### config.mk
export PLATFORM = sky130hd
export DESIGN_NAME = mft_timer
export DESIGN_NICKNAME = d
export VERILOG_FILES = /design/src/rtl/mft_pkg.sv /design/src/rtl/mft_sync_edge.sv /design/src/rtl/mft_prescaler.sv /design/src/rtl/mft_counter.sv /design/src/rtl/mft_timer.sv
export SDC_FILE = /design/constraint.sdc
export NUM_CORES = 1
export LEC_CHECK = 0
export CORE_MARGIN = 5
export CORE_UTILIZATION = 50
export DETAILED_ROUTE_END_ITERATION = 12
export HOLD_SLACK_MARGIN = 0.15
export PLACE_DENSITY = 0.69
export SYNTH_ARGS = -nofsm -noshare
export SYNTH_HDL_FRONTEND = slang
export SYNTH_HIERARCHICAL = 1
export SYNTH_SLANG_ARGS = --single-unit
### constraint.sdc
create_clock -name clk_i -period 4.5 [get_ports clk_i]
set_input_delay 0.675 -clock clk_i [delete_from_list [all_inputs] [get_ports clk_i]]
set_output_delay 0.675 -clock clk_i [all_outputs]
set_load 0.03 [all_outputs]
### src/rtl/mft_pkg.sv
package mft_pkg;
  localparam int CNT_W  = 16;
  localparam int DATA_W = 8;
  localparam int ADDR_W = 4;
  localparam int NFLAG  = 4;

  typedef enum logic [ADDR_W-1:0] {
    A_CTRL = 4'd0,
    A_EDGE = 4'd1,
    A_IE   = 4'd2,
    A_FLAG = 4'd3,
    A_C1L  = 4'd4,
    A_C1H  = 4'd5,
    A_C2L  = 4'd6,
    A_C2H  = 4'd7,
    A_CPL  = 4'd8,
    A_CPH  = 4'd9,
    A_CNL  = 4'd10,
    A_CNH  = 4'd11
  } mft_addr_e;

  typedef struct packed {
    logic [2:0] div_n;
    logic       ext_clk;
    logic       pwm;
    logic       run;
  } mft_ctrl_t;

  localparam int F_CAP1 = 0;
  localparam int F_CAP2 = 1;
  localparam int F_CMP1 = 2;
  localparam int F_CMP2 = 3;
endpackage

### src/rtl/mft_sync_edge.sv
module mft_sync_edge #(
  parameter int STAGES = 2
) (
  input  logic clk_i,
  input  logic rst_ni,
  input  logic in_i,
  input  logic rise_sel_i,
  output logic edge_o
);
  logic [STAGES-1:0] sh_q;
  logic              prev_q;

  always_ff @(posedge clk_i or negedge rst_ni) begin
    if (!rst_ni) begin
      sh_q   <= '0;
      prev_q <= 1'b0;
    end else begin
      sh_q   <= {sh_q[STAGES-2:0], in_i};
      prev_q <= sh_q[STAGES-1];
    end
  end

  assign edge_o = rise_sel_i ? (sh_q[STAGES-1] & ~prev_q)
                             : (~sh_q[STAGES-1] & prev_q);
endmodule

### src/rtl/mft_prescaler.sv
module mft_prescaler #(
  parameter int PS_W = 3
) (
  input  logic            clk_i,
  input  logic            rst_ni,
  input  logic            en_i,
  input  logic [PS_W-1:0] div_i,
  output logic            tick_o
);
  localparam int PC_W = (1 << PS_W) - 1;

  logic [PC_W-1:0] pre_q;
  logic [PC_W-1:0] lim;

  always_comb begin
    for (int i = 0; i < PC_W; i++) lim[i] = (i < int'(div_i));
  end

  assign tick_o = en_i && (pre_q == lim);

  always_ff @(posedge clk_i or negedge rst_ni) begin
    if (!rst_ni)              pre_q <= '0;
    else if (!en_i || tick_o) pre_q <= '0;
    else                      pre_q <= pre_q + 1'b1;
  end
endmodule

### src/rtl/mft_counter.sv
module mft_counter #(
  parameter int CNT_W  = 16,
  parameter int DATA_W = 8
) (
  input  logic              clk_i,
  input  logic              rst_ni,
  input  logic              tick_i,
  input  logic              pwm_i,
  input  logic [CNT_W-1:0]  cmp1_i,
  input  logic [CNT_W-1:0]  cmp2_i,
  input  logic              ld_lo_i,
  input  logic              ld_hi_i,
  input  logic [DATA_W-1:0] ld_data_i,
  output logic [CNT_W-1:0]  cnt_o,
  output logic              hit1_o,
  output logic              hit2_o,
  output logic              out_o
);
  logic [CNT_W-1:0] cnt_q;
  logic             out_q;
  logic             eq1, eq2;

  assign eq1    = (cnt_q == cmp1_i);
  assign eq2    = (cnt_q == cmp2_i);
  assign hit1_o = tick_i && eq1;
  assign hit2_o = tick_i && eq2;
  assign cnt_o  = cnt_q;
  assign out_o  = out_q;

  always_ff @(posedge clk_i or negedge rst_ni) begin
    if (!rst_ni) begin
      cnt_q <= '0;
    end else if (ld_lo_i) begin
      cnt_q[DATA_W-1:0] <= ld_data_i;
    end else if (ld_hi_i) begin
      cnt_q[CNT_W-1:DATA_W] <= ld_data_i;
    end else if (tick_i) begin
      if (pwm_i && eq2) cnt_q <= '0;
      else              cnt_q <= cnt_q + 1'b1;
    end
  end

  always_ff @(posedge clk_i or negedge rst_ni) begin
    if (!rst_ni) begin
      out_q <= 1'b0;
    end else if (tick_i) begin
      if (pwm_i) begin
        if (eq2)      out_q <= 1'b1;
        else if (eq1) out_q <= 1'b0;
      end else if (eq1) begin
        out_q <= ~out_q;
      end
    end
  end
endmodule

### src/rtl/mft_timer.sv
module mft_timer
  import mft_pkg::*;
#(
  parameter int PS_W        = 3,
  parameter int SYNC_STAGES = 2
) (
  input  logic              clk_i,
  input  logic              rst_ni,
  input  logic              wr_en_i,
  input  logic [ADDR_W-1:0] addr_i,
  input  logic [DATA_W-1:0] wdata_i,
  output logic [DATA_W-1:0] rdata_o,
  input  logic              cap1_i,
  input  logic              cap2_i,
  input  logic              ext_i,
  output logic              cmp_o,
  output logic [NFLAG-1:0]  flags_o,
  output logic              irq_o
);
  localparam int NSYNC = 3;

  mft_ctrl_t        ctrl_q;
  logic [1:0]       edge_q;
  logic [NFLAG-1:0] ie_q;
  logic [NFLAG-1:0] flags_q;
  logic [CNT_W-1:0] cmp1_q, cmp2_q, cap_q, cnt_q;

  logic [NSYNC-1:0] pin_in, pin_rise, pin_edge;
  logic cap1_ev, cap2_ev, ext_ev;
  logic pre_tick, cnt_tick, hit1, hit2;
  logic wr_ctrl, wr_edge, wr_ie, wr_flag;
  logic wr_c1l, wr_c1h, wr_c2l, wr_c2h, wr_cnl, wr_cnh;

  always_comb begin
    wr_ctrl = wr_en_i && (addr_i == A_CTRL);
    wr_edge = wr_en_i && (addr_i == A_EDGE);
    wr_ie   = wr_en_i && (addr_i == A_IE);
    wr_flag = wr_en_i && (addr_i == A_FLAG);
    wr_c1l  = wr_en_i && (addr_i == A_C1L);
    wr_c1h  = wr_en_i && (addr_i == A_C1H);
    wr_c2l  = wr_en_i && (addr_i == A_C2L);
    wr_c2h  = wr_en_i && (addr_i == A_C2H);
    wr_cnl  = wr_en_i && (addr_i == A_CNL);
    wr_cnh  = wr_en_i && (addr_i == A_CNH);
  end

  // pin order: cap1, cap2, ext
  assign pin_in   = {ext_i, cap2_i, cap1_i};
  assign pin_rise = {edge_q[1], edge_q[0], edge_q[0]};

  for (genvar g = 0; g < NSYNC; g++) begin : g_sync
    mft_sync_edge #(.STAGES(SYNC_STAGES)) u_sync (
      .clk_i     (clk_i),
      .rst_ni    (rst_ni),
      .in_i      (pin_in[g]),
      .rise_sel_i(pin_rise[g]),
      .edge_o    (pin_edge[g])
    );
  end

  assign cap1_ev = pin_edge[0];
  assign cap2_ev = pin_edge[1];
  assign ext_ev  = pin_edge[2];

  mft_prescaler #(.PS_W(PS_W)) u_pre (
    .clk_i (clk_i),
    .rst_ni(rst_ni),
    .en_i  (ctrl_q.run && !ctrl_q.ext_clk),
    .div_i (ctrl_q.div_n),
    .tick_o(pre_tick)
  );

  assign cnt_tick = ctrl_q.run && (ctrl_q.ext_clk ? ext_ev : pre_tick);

  mft_counter #(.CNT_W(CNT_W), .DATA_W(DATA_W)) u_cnt (
    .clk_i    (clk_i),
    .rst_ni   (rst_ni),
    .tick_i   (cnt_tick),
    .pwm_i    (ctrl_q.pwm),
    .cmp1_i   (cmp1_q),
    .cmp2_i   (cmp2_q),
    .ld_lo_i  (wr_cnl),
    .ld_hi_i  (wr_cnh),
    .ld_data_i(wdata_i),
    .cnt_o    (cnt_q),
    .hit1_o   (hit1),
    .hit2_o   (hit2),
    .out_o    (cmp_o)
  );

  always_ff @(posedge clk_i or negedge rst_ni) begin
    if (!rst_ni) begin
      ctrl_q <= '0;
      edge_q <= '0;
      ie_q   <= '0;
      cmp1_q <= '0;
      cmp2_q <= '0;
    end else begin
      if (wr_ctrl) ctrl_q <= mft_ctrl_t'(wdata_i[5:0]);
      if (wr_edge) edge_q <= wdata_i[1:0];
      if (wr_ie)   ie_q   <= wdata_i[NFLAG-1:0];
      if (wr_c1l)  cmp1_q[DATA_W-1:0]     <= wdata_i;
      if (wr_c1h)  cmp1_q[CNT_W-1:DATA_W] <= wdata_i;
      if (wr_c2l)  cmp2_q[DATA_W-1:0]     <= wdata_i;
      if (wr_c2h)  cmp2_q[CNT_W-1:DATA_W] <= wdata_i;
    end
  end

  // new events win over a same-cycle clear
  always_ff @(posedge clk_i or negedge rst_ni) begin
    if (!rst_ni) begin
      flags_q <= '0;
    end else begin
      flags_q <= (flags_q & ~(wr_flag ? wdata_i[NFLAG-1:0] : '0))
               | {hit2, hit1, cap2_ev, cap1_ev};
    end
  end

  always_ff @(posedge clk_i or negedge rst_ni) begin
    if (!rst_ni)               cap_q <= '0;
    else if (cap1_ev || cap2_ev) cap_q <= cnt_q;
  end

  assign flags_o = flags_q;
  assign irq_o   = |(flags_q & ie_q);

  always_comb begin
    rdata_o = '0;
    case (addr_i)
      A_CTRL: rdata_o = {2'b00, ctrl_q};
      A_EDGE: rdata_o = {6'b0, edge_q};
      A_IE:   rdata_o = {4'b0, ie_q};
      A_FLAG: rdata_o = {4'b0, flags_q};
      A_C1L:  rdata_o = cmp1_q[DATA_W-1:0];
      A_C1H:  rdata_o = cmp1_q[CNT_W-1:DATA_W];
      A_C2L:  rdata_o = cmp2_q[DATA_W-1:0];
      A_C2H:  rdata_o = cmp2_q[CNT_W-1:DATA_W];
      A_CPL:  rdata_o = cap_q[DATA_W-1:0];
      A_CPH:  rdata_o = cap_q[CNT_W-1:DATA_W];
      A_CNL:  rdata_o = cnt_q[DATA_W-1:0];
      A_CNH:  rdata_o = cnt_q[CNT_W-1:DATA_W];
      default: rdata_o = '0;
    endcase
  end
endmodule

==> results.md <==
* Cell area after synthesis at 5740 µm²
* Max Root-Sink Buffers at 2
* Post-route insts no fill at 705
* Total Routing Usage GR at 0.240
* Number of flops mapped to enable cells by yosys at 0
* Share of the synthesized area in the top cell type at 0.423
* Worst EP required at 3.83 ns
* Mapped Nets at 560
* Synth Register Bits at 97
* Gr ovfl total at 0
* Setup TNS at 0 ns
* Flop2flop setup slack at 1.16 ns
* Final setup viols at 0
* CTS buffer count at 9
* Most used DFF post-synth: dfrtp_1
* Rows at 39
* Clock transition at path regs at 0.06 ns
* Initial antenna violation count at 0
* Mean area per synthesized cell at 10.6 µm²
* Final Hold Vio Count at 0
* Die width at 117 µm
* Nets at 579
* Die height at 117 µm
* Result of the run: complete, no violations
* Crit path max fanout at 14
* DR iter-0 viols at 438
* Layout cell share with drive strength beyond 1 at 0.201
* Yosys warning total at 6
* Area Overhead vs Synth at 10.7%
* Fraction of registers with async set/reset at 1.00
* Fin area at 6350 µm²
* I/O pin cnt at 32
* Pre-antenna DRT Iters at 5
* PortBufs at 31
* # fillers at 1000
* Root buf cell: clkbuf_16
* Peak Freq at 264 MHz
* Tightest Pin Transition at 0.859 ns
* Critical R2R Capture: u_cnt/cnt_o[10]$_DFFE_PN0P_
* Gpl congestion at 0.961
* Hold EP: g_sync[1].u_sync/sh_q[1]$_DFF_PN0_
* Diodes inserted at 0
* Worst hold-check path type: register to register
* Seq/Total Area, Yosys at 0.423
* Count leader, synth: dfrtp_1
* Largest net degree at the start of global routing at 67
* Max_slew headroom at 0.428
* DRC violation count after routing at 0
* CTS sink cnt at 97
* Dpl cells at 691
* Hold_sp: g_sync[1].u_sync/sh_q[0]$_DFF_PN0_
* Drt via density at 6.58
* Vias in the first global route at 4470
* WL/cell at 22.2 µm
* Max Slew Vio Count at 0
* Via count at 4639
* Critical path class: input port to output pin
* Core area at 11300 µm²
* Routed WL at 15600 µm
* DP HPWL at 10800 µm
* Clk Latency, worst-skew pair at 0.35 ns
* # H-tree levels at 3
* Post-CTS setup repair buffer count at 0
* Worst Skew at 0.00675 ns
* RSZ-0062 raised after global routing: false
* Reg2Reg Depth at 11
* Power Dens Cells at 423 nW/µm²
* Crit. End Element: output pin
* Netlist cell types at 79
* Reg2reg start: ctrl_q[5]$_DFFE_PN0P_
* WP data arrival at 3.11 ns
* Fin crit share at 0.841
* Synth area leader: dfrtp_1
* Global-route wire length before repair at 24900 µm
* Post-synthesis instance total at 540
* Die Area at 13700 µm²
* Static leakage at 2.52 nW
* Synth top cells by count: dfrtp_1 (97), mux2_2 (65), nand2_1 (34), xor2_1 (33), nor2_1 (22)
* # resized after CTS at 0
* Power, Total at 2.69 mW
* Synth top area cells: dfrtp_1 (42%), mux2_2 (13%), xor2_1 (5.0%), nand2_1 (2.2%), mux2i_1 (1.9%)
* Worst Hold Depth at 0
* TritonCTS clock tree: done
* Worst vdd ir at 184 µV
* Hold bufs inserted after CTS at 0
* DP Area at 6080 µm²
* CP startpoint: addr_i[3]
* Tmin final at 3.78 ns
* Initial Util at 0.507
* Post-DRT Antenna Nets at 0
* Max-cap violations at 0
* Critical Path Start Type: input port
[cell type report]
type / instances / area (µm²) / area share
Tap cell: 143 / 179 / 0.0282
Sequential cell: 97 / 2430 / 0.382
Timing Repair Buffer: 42 / 383 / 0.0603
Multi-Input combinational cell: 399 / 3060 / 0.482
Clock buffer: 14 / 264 / 0.0416
Inverter: 10 / 37.5 / 0.00591
[sequential cells by signal, summed over array words and instances (netlist names)]
signal and flops:
cap_q 16, cmp1_q 16, cmp2_q 16, u_cnt/cnt_o 16, u_pre/pre_q 7, ctrl_q 6
g_sync.u_sync/sh_q 6, flags_o 4, ie_q 4, g_sync.u_sync/prev_q 3, edge_q 2, u_cnt/out_o 1
[cells in the final DEF, fill, tap and decap left out, types with 6 or more instances in the layout]
cell,synthesis,final
mux2_2,65,65
mux2i_1,11,11
buf_4,4,15
a22oi_1,13,13
dfrtp_1,97,97
nor2_1,22,22
nor3_1,9,9
nand2_1,34,34
clkdlybuf4s50_1,0,27
xnor2_1,8,8
nor2b_1,8,8
a221oi_1,7,7
o22ai_1,8,8
xor2_1,33,33
a21o_1,8,8
o21ai_0,6,6
a21oi_1,14,14
a211oi_1,8,8
nor4_1,8,8
o211ai_1,6,6
clkbuf_16,0,9
and3_1,14,14
inv_1,8,8
nand3_1,15,15
o21ai_1,6,6
nand2b_1,7,7
[per-layer routing]
metal,global-route usage,wire length [µm],part of all wire,vias up
li1,-,-,-,2072
met1,0.337,6780,0.43,2304
met2,0.374,7290,0.47,225
met3,0.0350,1140,0.073,38
met4,0.100,439,0.028,0
met5,0,0,0,-
[worst max path at each step]
stage,endpoint,slack (ns),cells after the start
after CTS,rdata_o[0],0.72,7
after global placement,rdata_o[4],0.78,8
after global routing,rdata_o[0],0.57,7
after detailed placement,rdata_o[0],0.72,7
after floorplan,u_cnt/cnt_o[10]$_DFFE_PN0P_,1.44,11
final,rdata_o[4],0.72,6
[stage by stage]
step	hold slack [ns]	util	worst slack (ns)
floorplan	0.331	-	1.44
global placement	0.333	0.537	0.776
detailed placement	0.336	0.537	0.724
CTS	0.350	0.561	0.718
global route	0.366	0.561	0.570
finish	0.347	0.561	0.717
[where the power goes]
group	switching (mW)	internal [mW]
clock	0.311	0.400
sequential	0.224	1.02
combinational	0.378	0.350
total	0.913	1.77
[critical path: stages]
cell and delay [ns]:
clkdlybuf4s50_1 0.69, nor2b_1 0.60, a32oi_1 0.18, o22ai_1 0.15, a221o_1 0.14, clkdlybuf4s50_1 0.67
[cell families (layout without fill, tap and decap cells)]
| group | count (synthesis) | count (layout) | share of synthesized area |
|---|---|---|---|
| AO/OA/AOI/OAI | 122 | 122 | 0.161 |
| XOR/XNOR | 41 | 41 | 0.0626 |
| adder cells (fa/ha/maj) | 2 | 2 | 0.00436 |
| buffers and inverters | 44 | 66 | 0.0436 |
| flip-flops | 97 | 97 | 0.423 |
| multiplexers | 76 | 76 | 0.147 |
| AND/OR/NAND/NOR | 158 | 158 | 0.158 |
(Power assumes the default switching activity.)
